==> src/rtl/msref_pkg.sv <==
package msref_pkg;

  // Strobes passed from the pulse decoder to the angle datapath.
  typedef struct packed {
    logic advance;
    logic retreat;
  } stepCmd_t;

  // Decode the quadrant into sine/cosine index choices and signs.
  typedef struct packed {
    logic sinMirror;
    logic sinNeg;
    logic cosMirror;
    logic cosNeg;
  } quadMap_t;

  function automatic quadMap_t quadDecode(input logic [1:0] q);
    quadMap_t m;
    unique case (q)
      2'd0: m = '{sinMirror: 1'b0, sinNeg: 1'b0, cosMirror: 1'b1, cosNeg: 1'b0};
      2'd1: m = '{sinMirror: 1'b1, sinNeg: 1'b0, cosMirror: 1'b0, cosNeg: 1'b1};
      2'd2: m = '{sinMirror: 1'b0, sinNeg: 1'b1, cosMirror: 1'b1, cosNeg: 1'b1};
      default: m = '{sinMirror: 1'b1, sinNeg: 1'b1, cosMirror: 1'b0, cosNeg: 1'b0};
    endcase
    return m;
  endfunction

endpackage

==> src/rtl/msref_quarter_rom.sv <==
module msref_quarter_rom #(
  parameter int IDX_W = 7,
  parameter int MAG_W = 11
) (
  input  logic [IDX_W:0]   idx,
  output logic [MAG_W-1:0] mag
);
  localparam int DEPTH = 1 << IDX_W;
  localparam int FULL = (1 << MAG_W) - 1;
  localparam real TWO_PI = 6.283185307179586;

  function automatic int sampleAt(input int j);
    real r;
    r = real'(FULL) * $sin(TWO_PI * real'(j) / real'(4 * DEPTH));
    return $rtoi(r + 0.5);
  endfunction

  logic [MAG_W-1:0] tbl [DEPTH];

  for (genvar j = 0; j < DEPTH; j++) begin : g_entry
    localparam int VAL = sampleAt(j);
    assign tbl[j] = MAG_W'(VAL);
  end

  // Index DEPTH is the crest, which the quarter table does not hold.
  assign mag = idx[IDX_W] ? MAG_W'(FULL) : tbl[idx[IDX_W-1:0]];

endmodule

==> src/rtl/msref_control.sv <==
module msref_control
  import msref_pkg::*;
#(
  parameter int ANGLE_W = 9,
  parameter int RES_W = 3
) (
  input  logic               stepUp,
  input  logic               stepDown,
  input  logic [RES_W-1:0]   resSel,
  output stepCmd_t           cmd,
  output logic [ANGLE_W-1:0] stepSize
);
  localparam int IDX_W = ANGLE_W - 2;

  logic [RES_W-1:0] resClamped;

  always_comb begin
    cmd.advance = stepUp & ~stepDown;
    cmd.retreat = stepDown & ~stepUp;
    if (int'(resSel) > IDX_W) resClamped = RES_W'(IDX_W);
    else resClamped = resSel;
    stepSize = ANGLE_W'(1) << (IDX_W - int'(resClamped));
  end

endmodule

==> src/rtl/msref_datapath.sv <==
module msref_datapath
  import msref_pkg::*;
#(
  parameter int ANGLE_W = 9,
  parameter int OUT_W = 12
) (
  input  logic                    clk,
  input  logic                    rstN,
  input  stepCmd_t                cmd,
  input  logic [ANGLE_W-1:0]      stepSize,
  output logic signed [OUT_W-1:0] cosOut,
  output logic signed [OUT_W-1:0] sinOut,
  output logic                    outValid
);
  localparam int IDX_W = ANGLE_W - 2;
  localparam int MAG_W = OUT_W - 1;
  localparam int DEPTH = 1 << IDX_W;
  localparam int FULL = (1 << MAG_W) - 1;

  logic [ANGLE_W-1:0] angleQ, angleNext;
  logic [IDX_W:0]     fineIdx, mirrorIdx, sinIdx, cosIdx;
  logic [MAG_W-1:0]   sinMag, cosMag;
  logic signed [OUT_W-1:0] sinVal, cosVal;
  quadMap_t           qm;
  logic               moveNow;

  assign moveNow = cmd.advance | cmd.retreat;

  always_comb begin
    angleNext = angleQ;
    if (cmd.advance) angleNext = angleQ + stepSize;
    else if (cmd.retreat) angleNext = angleQ - stepSize;
  end

  always_comb begin
    qm = quadDecode(angleNext[ANGLE_W-1 -: 2]);
    fineIdx = {1'b0, angleNext[IDX_W-1:0]};
    mirrorIdx = (IDX_W+1)'(DEPTH) - fineIdx;
    sinIdx = qm.sinMirror ? mirrorIdx : fineIdx;
    cosIdx = qm.cosMirror ? mirrorIdx : fineIdx;
  end

  msref_quarter_rom #(.IDX_W(IDX_W), .MAG_W(MAG_W)) uSinRom (
    .idx(sinIdx), .mag(sinMag)
  );

  msref_quarter_rom #(.IDX_W(IDX_W), .MAG_W(MAG_W)) uCosRom (
    .idx(cosIdx), .mag(cosMag)
  );

  always_comb begin
    sinVal = qm.sinNeg ? -$signed({1'b0, sinMag}) : $signed({1'b0, sinMag});
    cosVal = qm.cosNeg ? -$signed({1'b0, cosMag}) : $signed({1'b0, cosMag});
  end

  always_ff @(posedge clk or negedge rstN) begin
    if (!rstN) begin
      angleQ   <= '0;
      cosOut   <= OUT_W'(FULL);
      sinOut   <= '0;
      outValid <= 1'b0;
    end else begin
      outValid <= moveNow;
      if (moveNow) begin
        angleQ <= angleNext;
        cosOut <= cosVal;
        sinOut <= sinVal;
      end
    end
  end

endmodule

==> src/rtl/microstep_ref_gen.sv <==
module microstep_ref_gen
  import msref_pkg::*;
#(
  parameter int ANGLE_W = 9,
  parameter int OUT_W = 12,
  parameter int RES_W = 3
) (
  input  logic                    clk,
  input  logic                    rstN,
  input  logic                    stepUp,
  input  logic                    stepDown,
  input  logic [RES_W-1:0]        resSel,
  output logic signed [OUT_W-1:0] cosOut,
  output logic signed [OUT_W-1:0] sinOut,
  output logic                    outValid
);
  stepCmd_t           cmd;
  logic [ANGLE_W-1:0] stepSize;

  msref_control #(.ANGLE_W(ANGLE_W), .RES_W(RES_W)) uCtrl (
    .stepUp(stepUp), .stepDown(stepDown), .resSel(resSel),
    .cmd(cmd), .stepSize(stepSize)
  );

  msref_datapath #(.ANGLE_W(ANGLE_W), .OUT_W(OUT_W)) uData (
    .clk(clk), .rstN(rstN), .cmd(cmd), .stepSize(stepSize),
    .cosOut(cosOut), .sinOut(sinOut), .outValid(outValid)
  );

endmodule

==> config.mk <==
export PLATFORM = sky130hd
export DESIGN_NAME = microstep_ref_gen
export DESIGN_NICKNAME = d
export VERILOG_FILES = /design/src/rtl/msref_pkg.sv /design/src/rtl/msref_quarter_rom.sv /design/src/rtl/msref_control.sv /design/src/rtl/msref_datapath.sv /design/src/rtl/microstep_ref_gen.sv
export SDC_FILE = /design/constraint.sdc
export NUM_CORES = 1
export LEC_CHECK = 0
export BUFFER_PORTS_ARGS = -buffer_cell sky130_fd_sc_hd__buf_2
export CAP_MARGIN = 20
export CORE_MARGIN = 10
export CORE_UTILIZATION = 30
export DETAILED_ROUTE_END_ITERATION = 10
export GPL_TIMING_DRIVEN = 0
export SLEW_MARGIN = 30
export SYNTH_ARGS = -nofsm -noshare
export SYNTH_HDL_FRONTEND = slang
export SYNTH_SLANG_ARGS = --single-unit
export TNS_END_PERCENT = 1
==> constraint.sdc <==
create_clock -name clk -period 8.15 [get_ports clk]
set_clock_uncertainty 0.2 [all_clocks]
set_input_delay 0.4075 -clock clk [delete_from_list [all_inputs] [get_ports clk]]
set_output_delay 0.4075 -clock clk [all_outputs]
set_load 0.01 [all_outputs]
# Word-level counts from Yosys, hierarchy flattened
# Memories as Yosys holds them, arrays and structs flattened.
# Cells that the tools add are included.
# op_classes
bitwise	7
reduce_logical	1
shifts	1
n_mux	13
add_sub_neg	6
magnitude_cmp	2
eq_ne	2
# op_table
op	count
$mux 11	6
$shl 1x32->9 const A	1
$mux 12	2
$neg 11->12	2
$mux 9	2
$ge 8x8->1 const B	2
$mux 8	2
$not 7->8	2
$pmux 4 s3	1
$add 9x9->9	1
$sub 9x9->9	1
$sub 8x7->8 const A	1
$sub 3x3->4 const A	1
$and 1x1->1	2
$eq 2x1->1 const B	1
$eq 2x2->1 const B	1
$logic_not 2->1	1
$not 1->1	2
$or 1x1->1	1
# totals
in_bits	7
n_memories	2
reg_bits	34
elab_cells	38
romBits	2816
# mem_list
memory	words	word_bits	read_ports	rd_ports_with_merged_regs	wr	line	text
(no name shown)	128	11	1	0	0	msref_quarter_rom.sv:26	assign mag = idx[IDX_W] ? MAG_W'(FULL) : tbl[idx[IDX_W-1:0]];
(no name shown)	128	11	1	0	0	msref_quarter_rom.sv:26	

# Depth between registers and ports, before layout
# Gate-level depths: netlist (run 1).
# depth
ltp_word	15
mapped_depth	28
ltp_nobuf	24

# Modules after synthesis
# From an unflattened synthesis (run 1), not the netlist that was laid out.
# hier_totals
cells_unflattened	882
area_unflattened_um2	6404.9
# modules_own_cells
module	instances	seq_area_each_um2	cells_per_inst	area_per_inst_um2
msref_datapath	1	864.6	316	2727.6
msref_quarter_rom (uData.uCosRom)	1	0.0	275	1798.0
msref_quarter_rom (uData.uSinRom)	1	0.0	279	1790.5
msref_control	1	0.0	12	88.8

# Worst setup path after synthesis (run 1)
# Ideal clock, no wire load.
# synth_path
path_type	input port to flip-flop
start	input stepDown
end	register uData.cosOut[9]
required_ns	7.866
slack_ns	2.115
arrival_time_ns	5.751
cell_stages	28
n_path_buf	6
path_cell_list	inv_1 > ha_1 > buf_2 > or2_1 > o21a_1 > buf_2 > inv_2 > clkbuf_1 > ha_1 > clkbuf_1 > inv_1 > a21oi_1 > or2_1 > clkbuf_1 > inv_1 > ha_1 > clkbuf_1 > inv_1 > nor2_1 > a211oi_1 > a211oi_1 > a211oi_1 > a2111oi_0 > a32oi_1 > a221oi_2 > nand2_1 > or4b_1 > o2111ai_1
# synth_via
elab_chain_cells	13
# synth_lines
element	line	text
start: declaration	microstep_ref_gen.sv:11	input logic stepDown,
branches (longest 13 deep; another with $neg 11->12)	n/a	
end signal: assignment	msref_datapath.sv:59	cosOut <= OUT_W'(FULL);
end signal: assignment	msref_datapath.sv:66	cosOut <= cosVal;
end: declaration	msref_datapath.sv:11	output logic signed [OUT_W-1:0] cosOut,
# Several ways; the timed one is not identified. The select of a mux whose other input is x is not followed.
# A chain may end at the register's enable or synchronous reset.

# Final worst setup path (run 1)
# layout_path
start	input stepUp
end	register uData.sinOut[11]
# layout_via
elab_chain_cells	14
# layout_lines
element	line	text
start: declaration	microstep_ref_gen.sv:10	input logic stepUp,
branches (longest 14 deep; another with $neg 11->12)	n/a	
end signal: assignment	msref_datapath.sv:67	sinOut <= sinVal;
end: declaration	msref_datapath.sv:12	output logic signed [OUT_W-1:0] sinOut,
# Several ways; the timed one is not identified. The select of a mux whose other input is x is not followed.

==> flow_summary.yaml, run 1 <==
clocking:
  clk_pin_slew_ns: 0.06
  h-tree-depth: 2
  postCtsHoldBufs: 0
  cts_tree: "yes"
  clkLatencyLatePin_ns: 0.29
  cts_setup_buffers: 0
  cts-root-buf: "clkbuf_16"
  cts-buffers-inserted: 5
  cts_num_sinks: 34
  ctsLongestPathBuffers: 2
route:
  drtIter0Drc: 1596
  dr_wl_met3_um: 3580
  viasPerCell: 6.80
  vias: 10084
  wl_met2_um: 16100
  drt-total-wl_um: 37100
  wl_per_cell_um: 25.0
  wirelength_met1_um: 15000
  ant_nets: 0
  drt_pre_antenna_iters: 8
  dr.max_layer_used: "met4"
  post-route-drc-count: 0
synth:
  synth_area_per_cell_sq_um: 7.14
  async_reset_ff_frac: 1.00
  synth_edf_count: 0
  yosys.area.top_type_share: 0.0806
  synth_fp_nets: 1170
  synth_area_sq_um: 7920
  synth-main-ff-cell: "dfrtp_1"
  ys_warn_count: 0
  yosysTopAreaCell: "ha_1"
  synth-seq-cells: 34
  synthCells: 1110
  yosys-top-cells-area: "ha_1 (8.1%), dfrtp_1 (7.3%), a21oi_1 (4.5%)"
  ys_types: 98
  seq_area_frac_synth: 0.109
timing:
  clock.fmax_mhz: 127
  tns_ns: 0
  rsz0062_at_grt: "false"
  post-route-period-util: 0.969
  tightest_slew_ns: 1.07
  hold_viol: 0
  setup_viol: 0
  maxSlewViolCount: 0
  min_period_ns: 7.89
  slew_headroom: 0.283
floorplan:
  initial_core_util: 0.305
  dieArea_sq_um: 33300
  die_w_um: 182
  core_sq_um: 26000
  num_rows: 59
  fp.dieH_um: 182
  pin_count: 32
global_route:
  grt_use_total: 0.209
  antenna_found_initial: 0
  grt_pass1_vias: 9372
  grt_max_degree: 35
  gr-total-overflow: 0
  grt_pass1_wl_um: 56300
layout:
  fill_cells: 2859
  antenna_cells: 0
  drive_gt1_frac: 0.153
  layout_common_cells: "nand2_1 (94), buf_2 (72), a21oi_1 (72)"
  fin_nets: 1207
  fin_area_sq_um: 8680
  final_common_cell: "nand2_1"
  area_growth_pct: 9.59
critical_path:
  cp.required_ns: 8.12
  critPathCaptureType: "flop"
  cp-startpoint: "stepUp"
  critPathKind: "primary input to flop"
  reg2reg_from: "uData.angleQ[0]$_DFFE_PN0P_"
  crit_path_start_kind: "primary input"
  crit_arrival_ns: 7.87
  worstPathMaxFanout: 17
place:
  port_buffers: 31
  place_congestion: 1.02
  place_area_sq_um: 8520
  hpwl_um: 27700
flow_run:
  cap_violations: 0
outcome:
  status: "finished clean"
hold_path:
  hold_class: "primary input to asynchronous set/reset pin"
timing repair:
item / 4_1_cts / 5_1_grt
hold endpoints to repair: 0 / 0
gates resized for setup: 0 / 3
endpoints found under the setup margin: 0 / 4
worst paths after layout:
check                                               end  slack [ns]  cells after the start
min reg2reg                 uData.sinOut[1]$_DFFE_PN0P_        0.28                      2
max in group asynchronous   uData.sinOut[7]$_DFFE_PN0P_        7.20                      1
max reg2reg                uData.sinOut[11]$_DFFE_PN0P_        0.48                     24
max                        uData.sinOut[11]$_DFFE_PN0P_        0.26                     25
min in group clk            uData.sinOut[1]$_DFFE_PN0P_        0.28                      2
min                         uData.sinOut[4]$_DFFE_PN0P_        0.01                      1
final cells by class:
cell class	instances	area (sq um)	share of cell area
Multi-Input combinational cell	942	6500	0.749
Sequential cell	34	865	0.0996
Buffer	96	463	0.0533
Tap cell	335	419	0.0483
Timing Repair Buffer	31	155	0.0179
Inverter	37	139	0.0160
Clock buffer	5	125	0.0144
Clock inverter	3	16.3	0.00187
critical path, stage by stage:
cell and delay (ns):
buf_2 0.11, ha_1 0.18, buf_2 0.19, or2_1 0.34
o21a_1 0.20, buf_2 0.20, inv_2 0.23, clkbuf_2 0.50
ha_1 0.33, clkbuf_1 0.25, nor3_2 0.42, nor2_1 0.28
ha_1 0.28, clkbuf_1 0.30, nor2_1 0.66, nand2_1 0.11
nor3_1 0.33, nor4_1 0.19, o21ai_1 0.19, a221oi_1 0.10
o32ai_1 0.73, and4_1 0.30, nand4_1 0.23, or4_1 0.58
a22o_1 0.20
cells in the mapped netlist, types with 11 or more instances:
library cell,n
a21o_1,14
a21oi_1,72
xnor2_1,23
o21ai_0,69
inv_1,31
o22ai_1,14
nor4_1,17
nor2_1,71
dfstp_2,11
ha_1,51
buf_2,40
dfrtp_1,23
o211ai_1,33
nor3_1,49
and3_1,11
mux2_2,16
or3_1,11
o2111ai_1,16
o221ai_1,13
nand3_1,57
o21ai_1,14
a211oi_1,27
nand2_1,94
a31oi_1,21
clkbuf_1,37
nand4_1,13
metal layers:
layer	global-route usage	vias to the layer above
li1	-	4407
met1	0.264	4778
met2	0.322	731
met3	0.0342	168
met4	0.135	0
met5	0	-
registers in the layout (all words and copies together), names as in the netlist:
signal / cells
uData.angleQ: 9
uData.cosOut: 12
uData.outValid: 1
uData.sinOut: 12
through the flow:
stage               hold WS, ns  cells  setup WS (ns)   util
detailed placement        0.273   1476         0.0962  0.328
global route             0.0810   1483         0.0150  0.334
finish                   0.0136   1483          0.255  0.334
CTS                      0.0442   1484          0.362  0.333
floorplan               -0.0881   1110           2.12      -
global placement          0.264   1476         -0.472  0.327
logic make-up (layout without fill, tap and decap cells):
logic type,Yosys count,count (layout),synth area share
compound gates,445,445,0.411
simple gates,389,389,0.251
buf+inv,134,172,0.0760
fa+ha+maj,53,53,0.0856
flops,34,34,0.109
xor+xnor,30,30,0.0332
mux,25,25,0.0341
Power of run 1 is not shown: default switching activity piles up to over one toggle a cycle in this logic, so the estimate is an artifact.
==> run 2, diff against run 1 <==
CORE_ASPECT_RATIO = 0.8   (was unset)
SYNTH_HIERARCHICAL = 1   (was unset)
==> flow_summary.yaml, run 2 <==
critical_path:
  crit_path_top_delay_cell: "or4b_1"
  crit_arrival_ns: 7.62
  crit_path_start_kind: "primary input"
  critPathCaptureType: "flop"
  max_stage_delay_ns: 0.57
  worstPathMaxFanout: 11
  path_common_cell: "ha_1"
  critPathKind: "primary input to flop"
  critPathBufInv: 3
  cp.required_ns: 8.09
  crit_family: "simple AND/OR/NAND/NOR gates"
layout:
  fin_area_sq_um: 7150
  reg_top3: "uData/cosOut (12), uData/sinOut (12), uData/angleQ (9)"
  layout_common_cells: "nor2_1 (85), nand2_1 (79), a21oi_1 (70)"
  fin_nets: 987
  area_growth_pct: 11.6
  antenna_cells: 0
  final_common_cell: "nor2_1"
  drive_gt1_frac: 0.144
global_route:
  gr-total-overflow: 0
  grt_pass1_wl_um: 41400
  grt_pass1_vias: 6853
  grt_use_total: 0.188
  antenna_found_initial: 0
  grt_max_degree: 35
floorplan:
  initial_core_util: 0.308
  num_rows: 47
  dieArea_sq_um: 27600
  core_sq_um: 20800
  fp.dieH_um: 151
  die_w_um: 183
  pin_count: 32
synth:
  synth-main-ff-cell: "dfrtp_1"
  async_reset_ff_frac: 1.00
  ys_top_cells_by_count: "nor2_1 (86), nand2_1 (79), a21oi_1 (72), o21ai_0 (60), ha_1 (56)"
  synthCells: 882
  yosys-top-cells-area: "ha_1 (11%), dfrtp_1 (9.0%), a21oi_1 (5.6%)"
  synth_edf_count: 0
  seq_area_frac_synth: 0.135
  synth_area_sq_um: 6400
  synth-seq-cells: 34
  synth_area_per_cell_sq_um: 7.26
  synth_fp_nets: 947
  synth.most_common_cell: "nor2_1"
  ys_types: 89
  yosysTopAreaCell: "ha_1"
  ys_warn_count: 6
  yosys.area.top_type_share: 0.109
clocking:
  clk_pin_slew_ns: 0.06
  ctsLongestPathBuffers: 2
  cts-buffers-inserted: 5
  cts-root-buf: "clkbuf_16"
  cts_num_sinks: 34
  clkLatencyLatePin_ns: 0.29
  postCtsHoldBufs: 0
  h-tree-depth: 2
  cts_tree: "yes"
route:
  ant_nets: 0
  viasPerCell: 6.16
  drt_pre_antenna_iters: 6
  drt-total-wl_um: 26700
  drtIter0Drc: 965
  post-route-drc-count: 0
  vias: 7344
  wl_per_cell_um: 22.4
place:
  place_congestion: 0.971
  hpwl_um: 20400
  port_buffers: 31
  place_area_sq_um: 6930
timing:
  slew_headroom: 0.345
  rsz0062_at_grt: "false"
  min_period_ns: 7.67
  maxSlewViolCount: 0
  setup_viol: 0
  tightest_slew_ns: 0.983
  clock.fmax_mhz: 130
  post-route-period-util: 0.942
  hold_viol: 2
  holdWs_ns: -0.00383
hold_path:
  hold_class: "primary input to asynchronous set/reset pin"
outcome:
  violations: "negative hold slack"
  status: "finished, violations left"
flow_run:
  cap_violations: 0
==> run 2: cell types whose count changed after synthesis, moves of 13 or more <==
| cell | change |
|---|---|
| buf_2 | -18 |
| mux2_2 | -13 |
| nor3_1 | -20 |
| o211ai_1 | -22 |
| nand2b_1 | +17 |
| nand2_1 | -15 |
| nand3_1 | -39 |
| nor2_1 | +15 |
==> run 2: routing by layer <==
metal / vias to the layer above / GRT usage / wire length, um
met5: - / 0 / 0
met4: 0 / 0.0491 / 748
met3: 77 / 0.0624 / 3440
met2: 513 / 0.256 / 10200
met1: 3451 / 0.273 / 12200
li1: 3303 / - / -
==> run 2: worst paths after layout <==
kind / from / end / slack (ns) / cells past startpoint
worst max-delay path: resSel[2] / uData/sinOut[7]$_DFFE_PN0P_ / 0.48 / 28
worst min-delay path: rstN / uData/angleQ[1]$_DFFE_PN0P_ / -0.004 / 1
worst max register to register: uData/angleQ[0]$_DFFE_PN0P_ / uData/sinOut[7]$_DFFE_PN0P_ / 0.57 / 27
worst min register to register: uData/sinOut[6]$_DFFE_PN0P_ / uData/sinOut[6]$_DFFE_PN0P_ / 0.29 / 2
max in group asynchronous: rstN / uData/sinOut[1]$_DFFE_PN0P_ / 7.25 / 1
min in group clk: uData/sinOut[6]$_DFFE_PN0P_ / uData/sinOut[6]$_DFFE_PN0P_ / 0.29 / 2
==> run 2: metrics by stage <==
step	setup TNS, ns	setup WS [ns]	utilization	instances	hold slack, ns
after floorplan	0	1.32	-	882	-0.0881
after global placement	-5.52	-0.738	0.331	1182	0.266
after detailed placement	-2.93	-0.675	0.333	1184	0.274
after CTS	0	0.105	0.342	1192	0.0285
after global routing	0	0.0764	0.343	1192	0.0597
final	0	0.476	0.343	1192	-0.00383
==> run 2: area by class of cell <==
| type | instances | area [sq um] |
|---|---|---|
| inverter | 49 | 189 |
| tap | 269 | 337 |
| clock buffer | 5 | 125 |
| fill | 2240 | 13700 |
| multi-input combinational | 727 | 4990 |
| sequential | 34 | 865 |
| timing repair buffer | 33 | 178 |
| buffer | 72 | 400 |
| clock inverter | 3 | 68.8 |
==> run 2: logic make-up (layout without fill, tap and decap cells) <==
| group | count (synthesis) | after routing | share of synthesized area |
|---|---|---|---|
| adder cells (fa/ha/maj) | 58 | 58 | 0.116 |
| multiplexers | 17 | 17 | 0.0350 |
| flip-flops | 34 | 34 | 0.135 |
| AND/OR/NAND/NOR | 307 | 307 | 0.234 |
| buffers and inverters | 121 | 162 | 0.0916 |
| XOR/XNOR | 43 | 43 | 0.0588 |
| AO/OA/AOI/OAI | 301 | 301 | 0.329 |
| other | 1 | 1 | 0.000585 |
==> run 2: timing repair <==
item	CTS	global route
hold endpoints to repair	0	0
setup buffers	0	0
gates resized for setup	2	7
setup endpoints to repair	5	9
Power of run 2 is left out for the same reason.
